**src/rtl/pit_pkg.sv**
```systemverilog
package pit_pkg;

    typedef enum logic {
        CH_IDLE = 1'b0,
        CH_RUN  = 1'b1
    } ch_state_t;

    typedef struct packed {
        logic chain;
        logic irq_en;
        logic enable;
    } ch_ctrl_t;

    localparam int REG_MCTL  = 0;
    localparam int REG_LT_HI = 1;
    localparam int REG_LT_LO = 2;
    localparam int CH_BASE   = 4;
    localparam int CH_STRIDE = 4;
    localparam int OFF_LOAD  = 0;
    localparam int OFF_VALUE = 1;
    localparam int OFF_CTRL  = 2;
    localparam int OFF_FLAG  = 3;

endpackage

```
**src/rtl/pit_channel.sv**
```systemverilog
module pit_channel
    import pit_pkg::*;
#(
    parameter int CNT_W    = 32,
    parameter bit HAS_PREV = 1'b1
) (
    input  logic             clk,
    input  logic             rst_n,
    input  logic             run,
    input  logic             prev_expire,
    input  logic             load_we,
    input  logic [CNT_W-1:0] load_data,
    input  logic             ctrl_we,
    input  ch_ctrl_t         ctrl_data,
    input  logic             flag_clr,
    output logic [CNT_W-1:0] load_q,
    output logic [CNT_W-1:0] cnt_q,
    output ch_ctrl_t         ctrl_q,
    output logic             flag_q,
    output logic             expire,
    output logic             irq
);

    ch_state_t state_q, state_d;
    logic      irq_en_q, chain_q;
    logic      start, tick, use_chain;

    always_comb begin
        state_d = state_q;
        unique case (state_q)
            CH_IDLE: if (ctrl_we && ctrl_data.enable)  state_d = CH_RUN;
            CH_RUN:  if (ctrl_we && !ctrl_data.enable) state_d = CH_IDLE;
        endcase
    end

    always_ff @(posedge clk) begin
        if (!rst_n) state_q <= CH_IDLE;
        else        state_q <= state_d;
    end

    assign start     = (state_q == CH_IDLE) && (state_d == CH_RUN);
    assign use_chain = HAS_PREV && chain_q;
    assign tick      = (state_q == CH_RUN) && run && (use_chain ? prev_expire : 1'b1);

    always_ff @(posedge clk) begin
        if (!rst_n) begin
            load_q   <= '0;
            cnt_q    <= '0;
            flag_q   <= 1'b0;
            irq_en_q <= 1'b0;
            chain_q  <= 1'b0;
        end else begin
            if (load_we) load_q <= load_data;
            if (ctrl_we) begin
                irq_en_q <= ctrl_data.irq_en;
                chain_q  <= ctrl_data.chain;
            end
            if (start)
                cnt_q <= load_q;
            else if (tick)
                cnt_q <= (cnt_q == '0) ? load_q : cnt_q - 1'b1;
            if (tick && cnt_q == '0) flag_q <= 1'b1;
            else if (flag_clr)       flag_q <= 1'b0;
        end
    end

    always_comb begin
        expire        = tick && (cnt_q == '0);
        irq           = flag_q && irq_en_q;
        ctrl_q.enable = (state_q == CH_RUN);
        ctrl_q.irq_en = irq_en_q;
        ctrl_q.chain  = chain_q;
    end

endmodule

```
**src/rtl/pit_lifetime.sv**
```systemverilog
module pit_lifetime #(
    parameter int CNT_W = 32
) (
    input  logic             clk,
    input  logic             rst_n,
    input  logic             hi_read,
    input  logic [CNT_W-1:0] low_cnt,
    output logic [CNT_W-1:0] shadow_q
);

    always_ff @(posedge clk) begin
        if (!rst_n)       shadow_q <= '0;
        else if (hi_read) shadow_q <= low_cnt;
    end

endmodule

```
**src/rtl/chain_pit.sv**
```systemverilog
module chain_pit
    import pit_pkg::*;
#(
    parameter int NUM_CH = 4,
    parameter int CNT_W  = 32,
    parameter int ADDR_W = 6
) (
    input  logic              clk,
    input  logic              rst_n,
    input  logic              dbg_halt,
    input  logic              bus_wr,
    input  logic              bus_rd,
    input  logic [ADDR_W-1:0] bus_addr,
    input  logic [CNT_W-1:0]  bus_wdata,
    output logic [CNT_W-1:0]  bus_rdata,
    output logic [NUM_CH-1:0] irq
);

    logic                          mdis_q, frz_q, run;
    logic [NUM_CH-1:0][CNT_W-1:0]  cnt_all, load_all;
    logic [NUM_CH-1:0]             flag_all, en_all, chn_all, ie_all, exp_all;
    logic [CNT_W-1:0]              shadow_q, rd_mux;
    logic                          hi_read;
    ch_ctrl_t                      wr_ctrl;

    assign wr_ctrl = ch_ctrl_t'(bus_wdata[2:0]);
    assign run     = !mdis_q && !(frz_q && dbg_halt);
    assign hi_read = bus_rd && (bus_addr == ADDR_W'(REG_LT_HI));

    always_ff @(posedge clk) begin
        if (!rst_n) begin
            mdis_q <= 1'b1;
            frz_q  <= 1'b0;
        end else if (bus_wr && bus_addr == ADDR_W'(REG_MCTL)) begin
            mdis_q <= bus_wdata[0];
            frz_q  <= bus_wdata[1];
        end
    end

    for (genvar c = 0; c < NUM_CH; c++) begin : g_ch
        localparam int BASE = CH_BASE + CH_STRIDE * c;
        ch_ctrl_t ctrl_c;
        logic     prev_exp;

        if (c == 0) begin : g_first
            assign prev_exp = 1'b0;
        end else begin : g_next
            assign prev_exp = exp_all[c-1];
        end

        pit_channel #(
            .CNT_W    (CNT_W),
            .HAS_PREV (c > 0)
        ) u_ch (
            .clk         (clk),
            .rst_n       (rst_n),
            .run         (run),
            .prev_expire (prev_exp),
            .load_we     (bus_wr && bus_addr == ADDR_W'(BASE + OFF_LOAD)),
            .load_data   (bus_wdata),
            .ctrl_we     (bus_wr && bus_addr == ADDR_W'(BASE + OFF_CTRL)),
            .ctrl_data   (wr_ctrl),
            .flag_clr    (bus_wr && bus_addr == ADDR_W'(BASE + OFF_FLAG) && bus_wdata[0]),
            .load_q      (load_all[c]),
            .cnt_q       (cnt_all[c]),
            .ctrl_q      (ctrl_c),
            .flag_q      (flag_all[c]),
            .expire      (exp_all[c]),
            .irq         (irq[c])
        );

        assign en_all[c]  = ctrl_c.enable;
        assign ie_all[c]  = ctrl_c.irq_en;
        assign chn_all[c] = ctrl_c.chain;
    end

    pit_lifetime #(.CNT_W(CNT_W)) u_life (
        .clk      (clk),
        .rst_n    (rst_n),
        .hi_read  (hi_read),
        .low_cnt  (cnt_all[0]),
        .shadow_q (shadow_q)
    );

    always_comb begin
        rd_mux = '0;
        if (bus_addr == ADDR_W'(REG_MCTL))  rd_mux = {{(CNT_W-2){1'b0}}, frz_q, mdis_q};
        if (bus_addr == ADDR_W'(REG_LT_HI)) rd_mux = cnt_all[1];
        if (bus_addr == ADDR_W'(REG_LT_LO)) rd_mux = shadow_q;
        for (int c = 0; c < NUM_CH; c++) begin
            if (bus_addr == ADDR_W'(CH_BASE + CH_STRIDE * c + OFF_LOAD))  rd_mux = load_all[c];
            if (bus_addr == ADDR_W'(CH_BASE + CH_STRIDE * c + OFF_VALUE)) rd_mux = cnt_all[c];
            if (bus_addr == ADDR_W'(CH_BASE + CH_STRIDE * c + OFF_CTRL))
                rd_mux = {{(CNT_W-3){1'b0}}, chn_all[c], ie_all[c], en_all[c]};
            if (bus_addr == ADDR_W'(CH_BASE + CH_STRIDE * c + OFF_FLAG))
                rd_mux = {{(CNT_W-1){1'b0}}, flag_all[c]};
        end
    end

    always_ff @(posedge clk) begin
        if (!rst_n)      bus_rdata <= '0;
        else if (bus_rd) bus_rdata <= rd_mux;
    end

endmodule

```
**config.mk**
```make
export PLATFORM = sky130hd
export DESIGN_NAME = chain_pit
export DESIGN_NICKNAME = d
export VERILOG_FILES = /design/src/rtl/pit_pkg.sv /design/src/rtl/pit_channel.sv /design/src/rtl/pit_lifetime.sv /design/src/rtl/chain_pit.sv
export SDC_FILE = /design/constraint.sdc
export NUM_CORES = 1
export LEC_CHECK = 0
export BUFFER_PORTS_ARGS = -buffer_cell sky130_fd_sc_hd__buf_4
export CAP_MARGIN = 20
export CORE_MARGIN = 2
export CORE_UTILIZATION = 30
export CTS_CLUSTER_SIZE = 10
export DETAILED_ROUTE_END_ITERATION = 16
export GPL_TIMING_DRIVEN = 0
export SLEW_MARGIN = 40
export SYNTH_ARGS = -nofsm -noshare
export SYNTH_HDL_FRONTEND = slang
export SYNTH_HIERARCHICAL = 1
export SYNTH_SLANG_ARGS = --single-unit
```
**constraint.sdc**
```tcl
create_clock -name clk -period 14 [get_ports clk]
set_input_delay 0.7 -clock clk [delete_from_list [all_inputs] [get_ports clk]]
set_output_delay 0.7 -clock clk [all_outputs]
set_load 0.01 [all_outputs]
```
Word level (Yosys, flattened, before mapping)
Index checks and enable logic that the tools add are counted.
{ "word_totals": {"register_bits": 338} }
{ "op_classes": {"add_sub_neg": 4, "eq_ne": 18, "mux": 54, "bitwise": 4, "reduce_logical": 63} }
{ "op_table": {"columns": ["cell", "count"], "rows": [
  ["two-way mux 32 bit", 30],
  ["logical NOT 32 bit", 4],
  ["subtractor 32 x 1 -> 32 bit, second input constant", 4],
  ["equality test 6 x 4 -> 1 bit, second input constant", 8],
  ["logical AND 1 bit", 47],
  ["equality test 6 x 3 -> 1 bit, second input constant", 4],
  ["equality test 6 x 5 -> 1 bit, second input constant", 4],
  ["two-way mux 1 bit", 19],
  ["nonzero test 2 bit", 8],
  ["one-hot mux 1 bit (2 select lines)", 4],
  ["equality test 6 x 1 -> 1 bit, second input constant", 1],
  ["equality test 6 x 2 -> 1 bit, second input constant", 1],
  ["logical NOT 6 bit", 1],
  ["NOT 1 bit", 4],
  ["logical NOT 1 bit", 3],
  ["two-way mux 2 bit", 1]
]} }

Depth between registers and ports, before layout
Gate-level depths: netlist of run 1.
{ "logic_depth": {"depth_word": 20, "mapped_depth": 22, "mapped_depth_nobuf": 19} }

Cells and area by module
Netlist of run 1, hierarchy kept.
{ "by_module_without_submodules": {"columns": ["module", "instances", "cells_each", "area_per_inst_um2", "seq_area_each_um2"], "rows": [
  ["pit_channel (g_ch[1].u_ch ...)", 3, 420, 3671.0, 1361.3],
  ["chain_pit", 1, 729, 5123.7, 680.7],
  ["pit_channel (g_ch[0].u_ch)", 1, 387, 3355.7, 1361.3],
  ["pit_lifetime", 1, 103, 1243.7, 640.6]
]} }

Worst setup path before layout of run 1
No wires, ideal clock.
{ "synth_path": {"kind": "input port to flip-flop", "from": "input port dbg_halt", "to": "register g_ch[3].u_ch.cnt_q[23]", "setup_time_ns": 0.130, "arrival_ns": 4.599, "required_time_ns": 13.870, "path_slack_ns": 9.271, "path_stages": 20, "path_buffers": 4, "path_cell_list": "a21oi_1 nand2_1 clkbuf_1 nor3_1 nor2b_1 nor2_1 clkbuf_1 nand2_1 nor3_1 nor2b_1 nor2_1 clkbuf_1 nand2_1 nor3_1 or2b_2 nand2_1 clkbuf_1 or3_2 o211ai_1 o211ai_1"} }
{ "synth_between": {"elab_chain_len": 14} }
{ "synth_rtl": {"columns": ["element", "line", "source"], "rows": [
  ["start, declared", "chain_pit.sv:10", "input logic dbg_halt,"],
  ["logical AND 1 bit", "chain_pit.sv:27", "assign run = !mdis_q && !(frz_q && dbg_halt);"],
  ["logical NOT 1 bit", "chain_pit.sv:27", null],
  ["logical AND 1 bit", "chain_pit.sv:27", null],
  ["logical AND 1 bit", "pit_channel.sv:43", "assign tick = (state_q == CH_RUN) && run && (use_chain ? prev_expire : 1'b1);"],
  ["logical AND 1 bit", "pit_channel.sv:68", "expire = tick && (cnt_q == '0);"],
  ["named net exp_all[0]", "chain_pit.sv:21", "logic [NUM_CH-1:0] flag_all, en_all, chn_all, ie_all, exp_all;"],
  ["two-way mux 1 bit", "pit_channel.sv:43", null],
  ["logical AND 1 bit", "pit_channel.sv:43", null],
  ["logical AND 1 bit", "pit_channel.sv:68", null],
  ["named net exp_all[1]", "chain_pit.sv:21", null],
  ["two-way mux 1 bit", "pit_channel.sv:43", null],
  ["logical AND 1 bit", "pit_channel.sv:43", null],
  ["logical AND 1 bit", "pit_channel.sv:68", null],
  ["named net exp_all[2]", "chain_pit.sv:21", null],
  ["two-way mux 1 bit", "pit_channel.sv:43", null],
  ["logical AND 1 bit", "pit_channel.sv:43", null],
  ["nonzero test 2 bit (no line)", null, null],
  ["end signal, assigned", "pit_channel.sv:59", "cnt_q <= load_q;"],
  ["end signal, assigned", "pit_channel.sv:61", "cnt_q <= (cnt_q == '0) ? load_q : cnt_q - 1'b1;"],
  ["end, declared", "pit_channel.sv:17", "output logic [CNT_W-1:0] cnt_q,"]
]} }
The timed path passes the listed nets, and every way through them passes these cells.
A chain may end at the register's enable or synchronous reset.

Worst setup path after layout of run 1
{ "layout_path": {"from": "register g_ch[0].u_ch.cnt_q[0]", "to": "register g_ch[3].u_ch.cnt_q[22]"} }
{ "layout_between": {"elab_chain_len": 11} }
{ "layout_rtl": {"columns": ["element", "line"], "rows": [
  ["start, declared", "pit_channel.sv:17"],
  ["start signal, assigned", "pit_channel.sv:59"],
  ["start signal, assigned", "pit_channel.sv:61"],
  ["logical NOT 32 bit", "pit_channel.sv:68"],
  ["logical AND 1 bit", "pit_channel.sv:68"],
  ["named net exp_all[0]", "chain_pit.sv:21"],
  ["two-way mux 1 bit", "pit_channel.sv:43"],
  ["logical AND 1 bit", "pit_channel.sv:43"],
  ["logical AND 1 bit", "pit_channel.sv:68"],
  ["named net exp_all[1]", "chain_pit.sv:21"],
  ["two-way mux 1 bit", "pit_channel.sv:43"],
  ["logical AND 1 bit", "pit_channel.sv:43"],
  ["logical AND 1 bit", "pit_channel.sv:68"],
  ["named net exp_all[2]", "chain_pit.sv:21"],
  ["two-way mux 1 bit", "pit_channel.sv:43"],
  ["logical AND 1 bit", "pit_channel.sv:43"],
  ["nonzero test 2 bit (no line)", null]
]} }
The timed path passes the listed nets, and every way through them passes these cells.

==> results.txt, run 1 <==
----------------------------------------------------
[Die]
  Standard-cell row count ... 96
  Top Ports ... 79
  Area inside the core boundary ... 68500 um2
  Die width ... between 200 and 300 um
  Die Ht ... about 270 um
  Initial Utilization ... around 30%
  Total Die Area ... 71200 um2

[Placed design]
  Count of placed standard cells including taps ... ~3400
  Number of buffers added on ports ... 76
  Total cell area at the placement stage ... 22500 um2
  DP HPWL ... approximately 78000 um
  Placer's final routability congestion estimate ... 1.05

[GRT]
  Maximum number of pins on one net before global-route repair ... 18
  Vias in the first global route ... 19800
  Antenna violations before repair ... 2
  Overall overflow remaining after global route ... 0
  Global-route wire length before repair ... 144000 um
  Combined global-route utilization of all metal layers ... 27.5%

[Setup path]
  Critical path fanouts, max ... 10
  Worst reg2reg path endpoint ... g_ch[3].u_ch/cnt_q[22]$_SDFFE_PN0P_
  Reg-to-Reg Start ... g_ch[0].u_ch/cnt_q[0]$_SDFFE_PN0P_
  Type of origin of the critical path ... flop
  Data arrival time of the critical path ... 8.53 ns
  Worst setup startpoint ... g_ch[0].u_ch/cnt_q[0]$_SDFFE_PN0P_
  Required time worst endpoint ... 14.53 ns
  Slack of the worst reg-to-reg path ... 6.00 ns
  Cell depth of the worst flop-to-flop path ... 21
  Critical path class ... flop to flop
  Capturing element type of the critical path ... flop

[Drt]
  Post-route ant nets ... 0
  Vias/cell ... 6.19
  WL/cell ... between 20 and 30 um
  Vias after detailed routing ... between 20000 and 25000
  Drc violations ... 0
  Routed WL ... between 100000 and 150000 um
  First-pass iteration count of the detailed router ... 6
  Number of design-rule violations left by the first detailed-router iteration ... 3341

[Clock tree]
  PostCTS Resize Cnt ... 0
  Clock tree buffer depth ... 3
  Clock tree from TritonCTS ... built
  Number of H-tree levels ... 2
  Total clock buffers created by CTS ... 44
  Hold buffer count at cts ... 0
  Sinks on the clock net ... between 300 and 400
  Clock latency at the later pin of the worst-skew pair ... 0.58 ns
  Cell at the root of the clock tree ... clkbuf_16
  Clock slew at reported path FFs ... 0.06 ns
  Post-CTS Repair Setup Buffers ... 0

[STA]
  Achievable clock frequency ... 0.125 GHz
  Hold Fails Final Rpt ... 0
  Fin crit share ... 57.2%
  Final setup fails ... 0
  Post-Route Hold Slack ... 0.423 ns
  Minimum clock period ... between 8 and 9 ns
  Final setup TNS ... 0 ns
  Worst-Margin Slew ... about 0.9 ns
  Setup repair after global routing missed its margin ... false
  Worst setup skew after layout ... 0.0142 ns
  Number of max-slew violations in the final report ... 0
  Rel. slew slack ... 40.0%

[Power]
  Peak supply drop ... 74.7 uV
  Cell leakage power ... 8.61 nW
  Pwr Density ... 102 nW/um2
  PnR Total Power ... 2.44 mW

[Finish]
  Layout Cell Area excl Fill ... 23900 um2
  Share of final-layout standard cells stronger than drive strength 1 ... between 15 and 20%
  Number of non-filler instances in the completed layout ... 3510
  Layout Area Growth over Synthesis ... 15.4%
  Post-layout nets ... between 2000 and 3000

[Worst hold path]
  Type of the most critical hold path ... primary input to flop
  Beginning of the worst hold path ... bus_wdata[25]
  Destination of the worst hold path ... g_ch[2].u_ch/load_q[25]$_SDFFE_PN0P_
  Worst hold path cell count ... 3

[Logic synthesis]
  Count of yosys warnings during synthesis ... 6
  Average footprint of a synthesized cell ... 8.37 um2
  Cell area after technology mapping ... 20700 um2
  Syn Nets ... approximately 2500
  Number of cells produced by synthesis ... 2475

[Flow run]
  Number of violations of the max-capacitance limit ... 0

[Run status]
  Result of the run ... finished clean

----------------------------------------------------
## how the worst max path moves through the flow
| stage | end | depth (start not counted) |
|---|---|---|
| floorplan | g_ch[3].u_ch/cnt_q[23]$_SDFFE_PN0P_ | 20 |
| global route | g_ch[3].u_ch/cnt_q[22]$_SDFFE_PN0P_ | 21 |
| finish | g_ch[3].u_ch/cnt_q[22]$_SDFFE_PN0P_ | 21 |
| global placement | g_ch[3].u_ch/cnt_q[22]$_SDFFE_PN0P_ | 20 |
| CTS | g_ch[3].u_ch/cnt_q[22]$_SDFFE_PN0P_ | 21 |
| detailed placement | g_ch[3].u_ch/cnt_q[22]$_SDFFE_PN0P_ | 20 |
## critical path, cell delays in order (launching register included)
cell and delay, ns:
dfxtp_1 0.44, inv_1 0.16, ha_1 0.15, nor4b_1 0.59
and4b_1 0.37, nand3_1 0.17, nor3_2 0.73, nor2b_1 0.13
nor2_1 0.34, clkbuf_1 0.48, nand2_1 0.17, nor3_1 0.65
nor2b_1 0.15, nor2_1 0.44, clkbuf_1 0.54, nand2_1 0.16
nor3_1 0.42, nor2b_1 0.11, nor2_1 0.40, nand4_1 0.62
a21oi_1 0.49, a221o_1 0.21
## stage by stage
stage | setup WS (ns) | utilization (%)
finish | 6.00 | 34.9
floorplan | 9.27 | -
detailed placement | 6.26 | 32.8
global placement | 4.85 | 32.7
CTS | 6.43 | 34.9
global route | 5.94 | 34.9
## report_power, final
group	switching (mW)	internal [mW]	total, mW
sequential	0.0101	0.968	0.978
clock	0.465	0.677	1.14
combinational	0.219	0.0997	0.319
## registers in the layout, indices dropped and copies added, names as in the netlist
name                count
bus_rdata              32
frz_q                   1
g_ch.u_ch/chain_q       4
g_ch.u_ch/cnt_q       128
g_ch.u_ch/flag_q        4
g_ch.u_ch/irq_en_q      4
g_ch.u_ch/load_q      128
g_ch.u_ch/state_q       4
mdis_q                  1
u_life/shadow_q        32
## layout by cell type (no fill, tap or decap), types with 23 or more instances in the layout
master and instances:
dfxtp_1 338, nor2_1 335, mux2i_1 204, o21ai_0 184
nand2_1 148, clkbuf_1 128, buf_4 99, a21oi_1 72
nand3_1 55, a31oi_1 53, nor3_1 48, clkbuf_16 45
nor2b_1 43, a211oi_1 42, nor4_1 38, or2_2 34
mux2_2 34, a211o_1 33, o22ai_1 32, a222oi_1 31
o21a_1 31, o311a_1 31, nand4_1 30, a21bo_2 27
buf_2 23, clkbuf_8 23
## layer usage
metal	part of all wire, %	global-route usage, %	up-vias
met5	0	0	-
met4	6.4	15.7	0
met3	10	5.03	252
met2	42	41.3	1433
met1	41	36.9	10500
li1	-	-	9580
## cell type report
cell class / count / area, um2
diodes: 3 / 7.51
plain buffers: 208 / 1140
clock buffers: 68 / 1350
clock inverters: 6 / 65.1
fillers: 7235 / 44600
inverters: 21 / 78.8
multi-input cells: 1908 / 12800
flip-flops and latches: 338 / 6770
well taps: 882 / 1100
repair buffers: 76 / 571
Power figures use the tool's default switching activity.
==> inputs of run 2 (changes only) <==
--- a/config.mk
+++ b/config.mk
@@ -5,6 +5,7 @@
 export SDC_FILE = /design/constraint.sdc
 export NUM_CORES = 1
 export LEC_CHECK = 0
+export ABC_AREA = 1
 export BUFFER_PORTS_ARGS = -buffer_cell sky130_fd_sc_hd__buf_4
 export CAP_MARGIN = 20
 export CORE_MARGIN = 2
==> constraint.sdc (replaced) <==
create_clock -name clk -period 6.91 [get_ports clk]
set_input_delay 0.3455 -clock clk [delete_from_list [all_inputs] [get_ports clk]]
set_output_delay 0.3455 -clock clk [all_outputs]
set_load 0.01 [all_outputs]
==> run 2 against run 1 <==
Net effect: clock-buffer cell count down 14; highest routed layer unchanged; power up 98%; critical path depth down 6; largest power group unchanged.
==> results.txt, run 2 <==
----------------------------------------------------
[GRT]
  Global-route wire length before repair ... 118000 um (-18%)
  Combined global-route utilization of all metal layers ... 22.8% (-4.7 points)
  Maximum number of pins on one net before global-route repair ... 38 (+20)
  Antenna violations before repair ... 0 (-2)
  Overall overflow remaining after global route ... 0 (unchanged)
  Vias in the first global route ... 19300 (-2.9%)

[Flow run]
  Number of violations of the max-capacitance limit ... 0 (unchanged)

[Clock tree]
  Sinks on the clock net ... 338 (unchanged)
  Hold buffer count at cts ... 0 (unchanged)
  Total clock buffers created by CTS ... 41 (-6.8%)
  Clock tree from TritonCTS ... built
  PostCTS Resize Cnt ... 0 (unchanged)
  Cell at the root of the clock tree ... clkbuf_16
  Number of H-tree levels ... 2 (unchanged)
  Clock slew at reported path FFs ... 0.06 ns (about the same)
  Clock tree buffer depth ... 3 (unchanged)
  Post-CTS Repair Setup Buffers ... 0 (unchanged)
  Clock latency at the later pin of the worst-skew pair ... 0.58 ns (about the same)

[Setup path]
  Stage delay of the slowest cell on the critical path ... 0.67 ns (-0.06 ns)
  Cell depth of the worst flop-to-flop path ... 15 (-29%)
  Worst reg2reg path endpoint ... g_ch[3].u_ch/cnt_q[10]$_SDFFE_PN0P_
  Cell mode on critical path ... nor2_1
  Worst setup startpoint ... g_ch[0].u_ch/cnt_q[14]$_SDFFE_PN0P_
  Critical path class ... flop to flop
  Type of origin of the critical path ... flop
  Critical path fanouts, max ... 10 (unchanged)
  Reg-to-Reg Start ... g_ch[0].u_ch/cnt_q[14]$_SDFFE_PN0P_
  Worst path cell trace ... nor2_1 -> nand2_1 -> nor2_1 -> and2_1 -> nand4_1 -> nor2_1 -> o211ai_1 -> nor2_1 -> o211ai_1 -> nor2_1 -> o211ai_1 -> nand2_1 -> clkbuf_1 -> nand3_1 -> a21oi_1
  Standard cell with the maximum stage delay on the critical path ... clkbuf_1
  Slack of the worst reg-to-reg path ... 2.58 ns (-3.42 ns)
  Data arrival time of the critical path ... 4.82 ns (-3.71 ns)
  End of the critical path ... g_ch[3].u_ch/cnt_q[10]$_SDFFE_PN0P_
  Required time worst endpoint ... 7.40 ns (-7.13 ns)
  Capturing element type of the critical path ... flop

[Finish]
  Count of fill cells added during filler insertion ... 7274 (+0.54%)
  Share of final-layout standard cells stronger than drive strength 1 ... 9.62% (-6.1 points)
  Registers with the highest flip-flop counts ... g_ch.u_ch/cnt_q: 128 flops, g_ch.u_ch/load_q: 128 flops
  Layout Area Growth over Synthesis ... 14.3%
  Top library cells by usage in the layout, fill and taps aside ... nand2_1, a21oi_1, nor2_1, dfxtp_1, inv_1
  Layout Cell Area excl Fill ... 22700 um2 (-4.8%)
  Most common cell after layout, fill and taps aside ... nand2_1
  Post-layout nets ... 3352 (+27%)

[Die]
  Total Die Area ... 68400 um2 (-3.8%)
  Die Ht ... 262 um (-1.9%)
  Top Ports ... 79 (unchanged)
  Standard-cell row count ... 94 (-2.1%)
  Area inside the core boundary ... 65700 um2 (-4.0%)
  Initial Utilization ... 30.3% (about the same)
  Die width ... 262 um (-1.9%)

[STA]
  Achievable clock frequency ... 0.231 GHz (+85%)
  Final setup TNS ... 0 ns (unchanged)
  Rel. slew slack ... 41.8% (+1.8 points)
  Fin crit share ... 62.6% (+5.5 points)
  Number of max-slew violations in the final report ... 0 (unchanged)
  Hold Fails Final Rpt ... 0 (unchanged)
  Minimum clock period ... 4.33 ns (-3.67 ns)
  Final worst setup slack ... 2.58 ns (-3.42 ns)
  Worst-Margin Slew ... 0.873 ns (-0.0274 ns)
  Worst setup skew after layout ... 0.0193 ns (+0.00513 ns)
  Final setup fails ... 0 (unchanged)
  Setup repair after global routing missed its margin ... false

[Placed design]
  Placer's final routability congestion estimate ... 0.973 (-7.3%)
  Total cell area at the placement stage ... 21600 um2 (-3.9%)
  Worst-case setup slack after placement ... 2.68 ns (-3.58 ns)
  DP HPWL ... 63100 um (-19%)
  Number of buffers added on ports ... 78 (+2.6%)

[Worst hold path]
  Type of the most critical hold path ... primary input to flop

[Drt]
  Number of design-rule violations left by the first detailed-router iteration ... 2392 (-28%)
  Vias after detailed routing ... 21600 (-0.84%)
  Routed WL ... 79400 um (-21%)
  Post-route ant nets ... 0 (unchanged)
  Drc violations ... 0 (unchanged)
  WL/cell ... 19.0 um (-34%)
  Vias/cell ... 5.15 (-17%)
  First-pass iteration count of the detailed router ... 6 (unchanged)

[Logic synthesis]
  Cell area after technology mapping ... 19900 um2 (-3.9%)
  Number of cells produced by synthesis ... 3180 (+28%)
  Average footprint of a synthesized cell ... 6.26 um2 (-25%)
  Count of yosys warnings during synthesis ... 6 (unchanged)
  Syn Nets ... 3231 (+28%)

[Power]
  Peak supply drop ... 148 uV (+98%)
  Cell leakage power ... 10.0 nW (+16%)
  Pwr Density ... 212 nW/um2 (+110%)

[Run status]
  Result of the run ... finished clean

----------------------------------------------------
-- run 2: cell count changes in the layout (fill, tap and decap cells not counted), sizes merged, moves of 99 or more --
cell | previous run | this run
nand2 | 148 | 853
a21oi | 75 | 409
inv | 21 | 333
mux2i | 204 | 0
nand3 | 55 | 213
o21ai | 188 | 287
-- run 2: worst min path at each step --
stage,from,to,slack (ns),depth (start not counted)
2_1_floorplan,g_ch[2].u_ch/load_q[0]$_SDFFE_PN0P_,g_ch[2].u_ch/load_q[0]$_SDFFE_PN0P_,0.44,2
3_3_place_gp,bus_rdata[26]$_SDFFE_PN0P_,bus_rdata[26]$_SDFFE_PN0P_,0.46,2
3_5_place_dp,bus_rdata[22]$_SDFFE_PN0P_,bus_rdata[22]$_SDFFE_PN0P_,0.46,2
4_1_cts,bus_wdata[24],g_ch[2].u_ch/load_q[24]$_SDFFE_PN0P_,0.08,3
5_1_grt,bus_wdata[24],g_ch[1].u_ch/load_q[24]$_SDFFE_PN0P_,0.11,3
6_report,bus_wdata[24],g_ch[2].u_ch/load_q[24]$_SDFFE_PN0P_,0.10,3
-- run 2: metrics by stage --
step | hold WS (ns) | total power, mW | util [%] | instances
after global routing | 0.109 | 5.00 | 34.6 | 4181
after CTS | 0.0816 | 4.83 | 34.6 | 4181
after detailed placement | 0.458 | 2.83 | 32.8 | 4122
after floorplan | 0.439 | 2.55 | - | 3180
after global placement | 0.456 | 2.83 | 32.8 | 4122
final | 0.104 | 4.83 | 34.6 | 4182
-- run 2: routing by layer --
| layer | share of wire, % | vias to the layer above | track usage (%) |
|---|---|---|---|
| met5 | 0 | - | 0 |
| met4 | 3.4 | 0 | 7.75 |
| met3 | 7.7 | 138 | 3.16 |
| met2 | 44 | 878 | 35.7 |
| met1 | 45 | 10000 | 32.1 |
| li1 | - | 10500 | - |
-- run 2: worst max-delay path: cells and delay by family, from the launching register on --
family / cells / cell delay [ns]
flops: 1 / 0.39
compound gates: 4 / 0.64
simple gates: 10 / 2.53
buf+inv: 1 / 0.67
-- run 2: where the power goes --
part | switching [mW] | leakage (nW) | internal [mW] | total (mW)
clock | 0.871 | 0.569 | 1.14 | 2.01
combinational | 0.576 | 6.71 | 0.254 | 0.830
sequential | 0.0197 | 2.72 | 1.97 | 1.99
total | 1.47 | 10.0 | 3.36 | 4.83
-- run 2: layout make-up --
type	instances	area, um2	area share [%]
tap	864	1080	4.75
inverter	339	1270	5.59
multi-input combinational	2342	10900	48.0
sequential	338	6770	29.8
antenna	1	2.50	0.0110
clock inverter	5	76.3	0.336
timing repair buffer	78	586	2.57
clock buffer	54	1090	4.81
buffer	161	945	4.15
==> inputs of run 3 (changes only) <==
==> constraint.sdc (replaced) <==
create_clock -name clk -period 4.2 [get_ports clk]
set_input_delay 0.21 -clock clk [delete_from_list [all_inputs] [get_ports clk]]
set_output_delay 0.21 -clock clk [all_outputs]
set_load 0.01 [all_outputs]
==> run 3 against run 2 <==
Net effect: register-to-register slack got worse by 2.3 ns; clock-buffer cell count did not move; power rose by 65%; hold slack got worse by 0.085 ns; critical path depth rose by 1; setup slack got worse by 2.3 ns; sequential share of layout area fell by 0.19 points; sequential power rose by 64%; design area rose by 0.64%; global-route usage barely moved; sequential cell count did not move; wire length rose by 0.36%; largest power group unchanged.
==> results.txt, run 3 (synthesis results as in run 2) <==
----------------------------------------------------
[Placed design]
  Total cell area at the placement stage ... 21600 um2 (unchanged)
  Number of buffers added on ports ... 78 (unchanged)
  DP HPWL ... 63100 um (unchanged)
  Placer's final routability congestion estimate ... 0.973 (unchanged)

[Die]
  Initial Utilization ... 30.3% (unchanged)
  Total Die Area ... 68400 um2 (unchanged)
  Top Ports ... 79 (unchanged)
  Area inside the core boundary ... 65700 um2 (unchanged)
  Standard-cell row count ... 94 (unchanged)
  Die Ht ... 262 um (unchanged)
  Die width ... 262 um (unchanged)

[STA]
  Number of max-slew violations in the final report ... 0 (unchanged)
  Worst-Margin Slew ... 0.887 ns (+0.0135 ns)
  Rel. slew slack ... 40.9% (-0.90 points)
  Achievable clock frequency ... 0.257 GHz (+11%)
  Setup repair after global routing missed its margin ... false
  Hold Fails Final Rpt ... 0 (unchanged)
  Final setup fails ... 0 (unchanged)
  Minimum clock period ... 3.88 ns (-0.444 ns)
  Fin crit share ... 92.5% (+30 points)
  Post-Route Hold Slack ... 0.0192 ns (-0.0852 ns)
  Worst setup skew after layout ... 0.0214 ns (+0.00204 ns)

[Power]
  Pwr Density ... 348 nW/um2 (+64%)
  Psw ... 2.42 mW (+65%)
  Peak supply drop ... 245 uV (+66%)
  Internal power of the cells ... 5.53 mW (+65%)
  Logic gate share of total power ... 17.3% (about the same)
  Seq pwr share ... 41.1% (about the same)
  PnR Total Power ... 7.96 mW (+65%)
  Cell leakage power ... 10.1 nW (+0.70%)
  Clock share of power ... 41.6% (about the same)
  Switching fraction of total power ... 30.4% (about the same)

[Clock tree]
  Clock latency at the later pin of the worst-skew pair ... 0.58 ns (about the same)
  Clock slew at reported path FFs ... 0.06 ns (about the same)
  Clock tree from TritonCTS ... built
  Sinks on the clock net ... 338 (unchanged)
  Cell at the root of the clock tree ... clkbuf_16
  Clock tree buffer depth ... 3 (unchanged)
  Total clock buffers created by CTS ... 41 (unchanged)
  Number of H-tree levels ... 2 (unchanged)

[Drt]
  Vias after detailed routing ... 21500 (-0.30%)
  Drc violations ... 0 (unchanged)
  Post-route ant nets ... 0 (unchanged)
  Number of design-rule violations left by the first detailed-router iteration ... 2267 (-5.2%)
  WL/cell ... 19.0 um (about the same)
  First-pass iteration count of the detailed router ... 6 (unchanged)
  Vias/cell ... 5.12 (-0.65%)
  Routed WL ... 79600 um (+0.36%)

[Finish]
  Layout Cell Area excl Fill ... 22900 um2 (+0.64%)
  Layout Area Growth over Synthesis ... 15.0%
  Share of final-layout standard cells stronger than drive strength 1 ... 9.73% (+0.11 points)
  Registers with the highest flip-flop counts ... g_ch.u_ch/cnt_q: 128 flops, g_ch.u_ch/load_q: 128 flops
  Post-layout nets ... 3366 (+0.42%)
  Most common cell after layout, fill and taps aside ... nand2_1
  Top library cells by usage in the layout, fill and taps aside ... nand2_1, a21oi_1, nor2_1, dfxtp_1, inv_1

[Worst hold path]
  Type of the most critical hold path ... primary input to flop

[Setup path]
  Required time worst endpoint ... 4.67 ns (-2.73 ns)
  Critical path class ... flop to flop
  Critical path fanouts, max ... 10 (unchanged)
  Data arrival time of the critical path ... 4.35 ns (-0.47 ns)
  Capturing element type of the critical path ... flop
  Type of origin of the critical path ... flop

[GRT]
  Maximum number of pins on one net before global-route repair ... 38 (unchanged)
  Vias in the first global route ... 19300 (+0.28%)
  Overall overflow remaining after global route ... 0 (unchanged)
  Antenna violations before repair ... 0 (unchanged)
  Global-route wire length before repair ... 118000 um (about the same)
  Combined global-route utilization of all metal layers ... 22.8% (about the same)

[Run status]
  Result of the run ... finished clean

[Flow run]
  Number of violations of the max-capacitance limit ... 0 (unchanged)

----------------------------------------------------
## run 3: changes by cell type in the layout (fill, tap and decap cells not counted), sizes merged
| cell | before | now |
|---|---|---|
| diode | 1 | 2 |
| buf | 170 | 171 |
| dlygate4sd3 | 0 | 13 |
## run 3: cell type report
| class | instances | area [um2] |
|---|---|---|
| Timing Repair Buffer | 92 | 723 |
| Sequential cell | 338 | 6770 |
| Antenna cell | 2 | 5.00 |
| Fill cell | 7266 | 42900 |
| Clock buffer | 54 | 1090 |
| Inverter | 339 | 1270 |
| Tap cell | 864 | 1080 |
| Buffer | 161 | 948 |
| Clock inverter | 5 | 76.3 |
| Multi-Input combinational cell | 2342 | 10900 |
## run 3: final timing paths
path	from	end	cells after the start	slack [ns]
worst max register to register	g_ch[0].u_ch/cnt_q[14]$_SDFFE_PN0P_	g_ch[3].u_ch/cnt_q[0]$_SDFFE_PN0P_	16	0.32
worst min-delay path	bus_wdata[13]	g_ch[0].u_ch/load_q[13]$_SDFFE_PN0P_	3	0.02
worst min register to register	bus_rdata[22]$_SDFFE_PN0P_	bus_rdata[22]$_SDFFE_PN0P_	2	0.46
worst max-delay path	g_ch[0].u_ch/cnt_q[14]$_SDFFE_PN0P_	g_ch[3].u_ch/cnt_q[0]$_SDFFE_PN0P_	16	0.32
## run 3: power by group through the flow
stage	logic (mW)	registers [mW]	clock network, mW
finish	1.38	3.27	3.31
global route	1.48	3.27	3.49
CTS	1.33	3.27	3.35
detailed placement	1.32	3.34	0
global placement	1.31	3.34	0
floorplan	0.872	3.33	0
## run 3: per-layer routing
| layer | up-vias | part of all wire, % | track usage (%) |
|---|---|---|---|
| met1 | 10000 | 45 | 32.0 |
| met3 | 138 | 7.5 | 3.16 |
| li1 | 10500 | - | - |
| met4 | 0 | 3.3 | 7.75 |
| met5 | - | 0 | 0 |
| met2 | 790 | 44 | 35.8 |
## run 3: critical path: stages, from the launching register on
cell,delay [ns]
dfxtp_1,0.39
nor2_1,0.33
nand2_1,0.13
nor2_1,0.23
and2_1,0.19
nand4_1,0.28
nor2_1,0.24
o211ai_1,0.15
nor2_1,0.31
o211ai_1,0.16
nor2_1,0.27
o211ai_1,0.20
nand2_2,0.24
clkbuf_2,0.32
o21ai_0,0.14
o21bai_1,0.15
inv_1,0.05
## run 3: through the flow
step / worst slack, ns / setup TNS, ns / std cells / util, %
3_3_place_gp: -0.0576 / -0.224 / 4122 / 32.8
4_1_cts: 0.0328 / 0 / 4194 / 34.8
6_report: 0.316 / 0 / 4197 / 34.8
5_1_grt: 0.0225 / 0 / 4195 / 34.8
3_5_place_dp: -0.0295 / -0.0649 / 4122 / 32.8
2_1_floorplan: 1.65 / 0 / 3180 / -
## run 3: what timing repair did
action                                 CTS  global route
buffers inserted                         0             1
pin swaps                                0             1
hold buffers                            13             0
gates resized for setup                  2             3
setup endpoints to repair                4            32
endpoints found under the hold margin   31             0
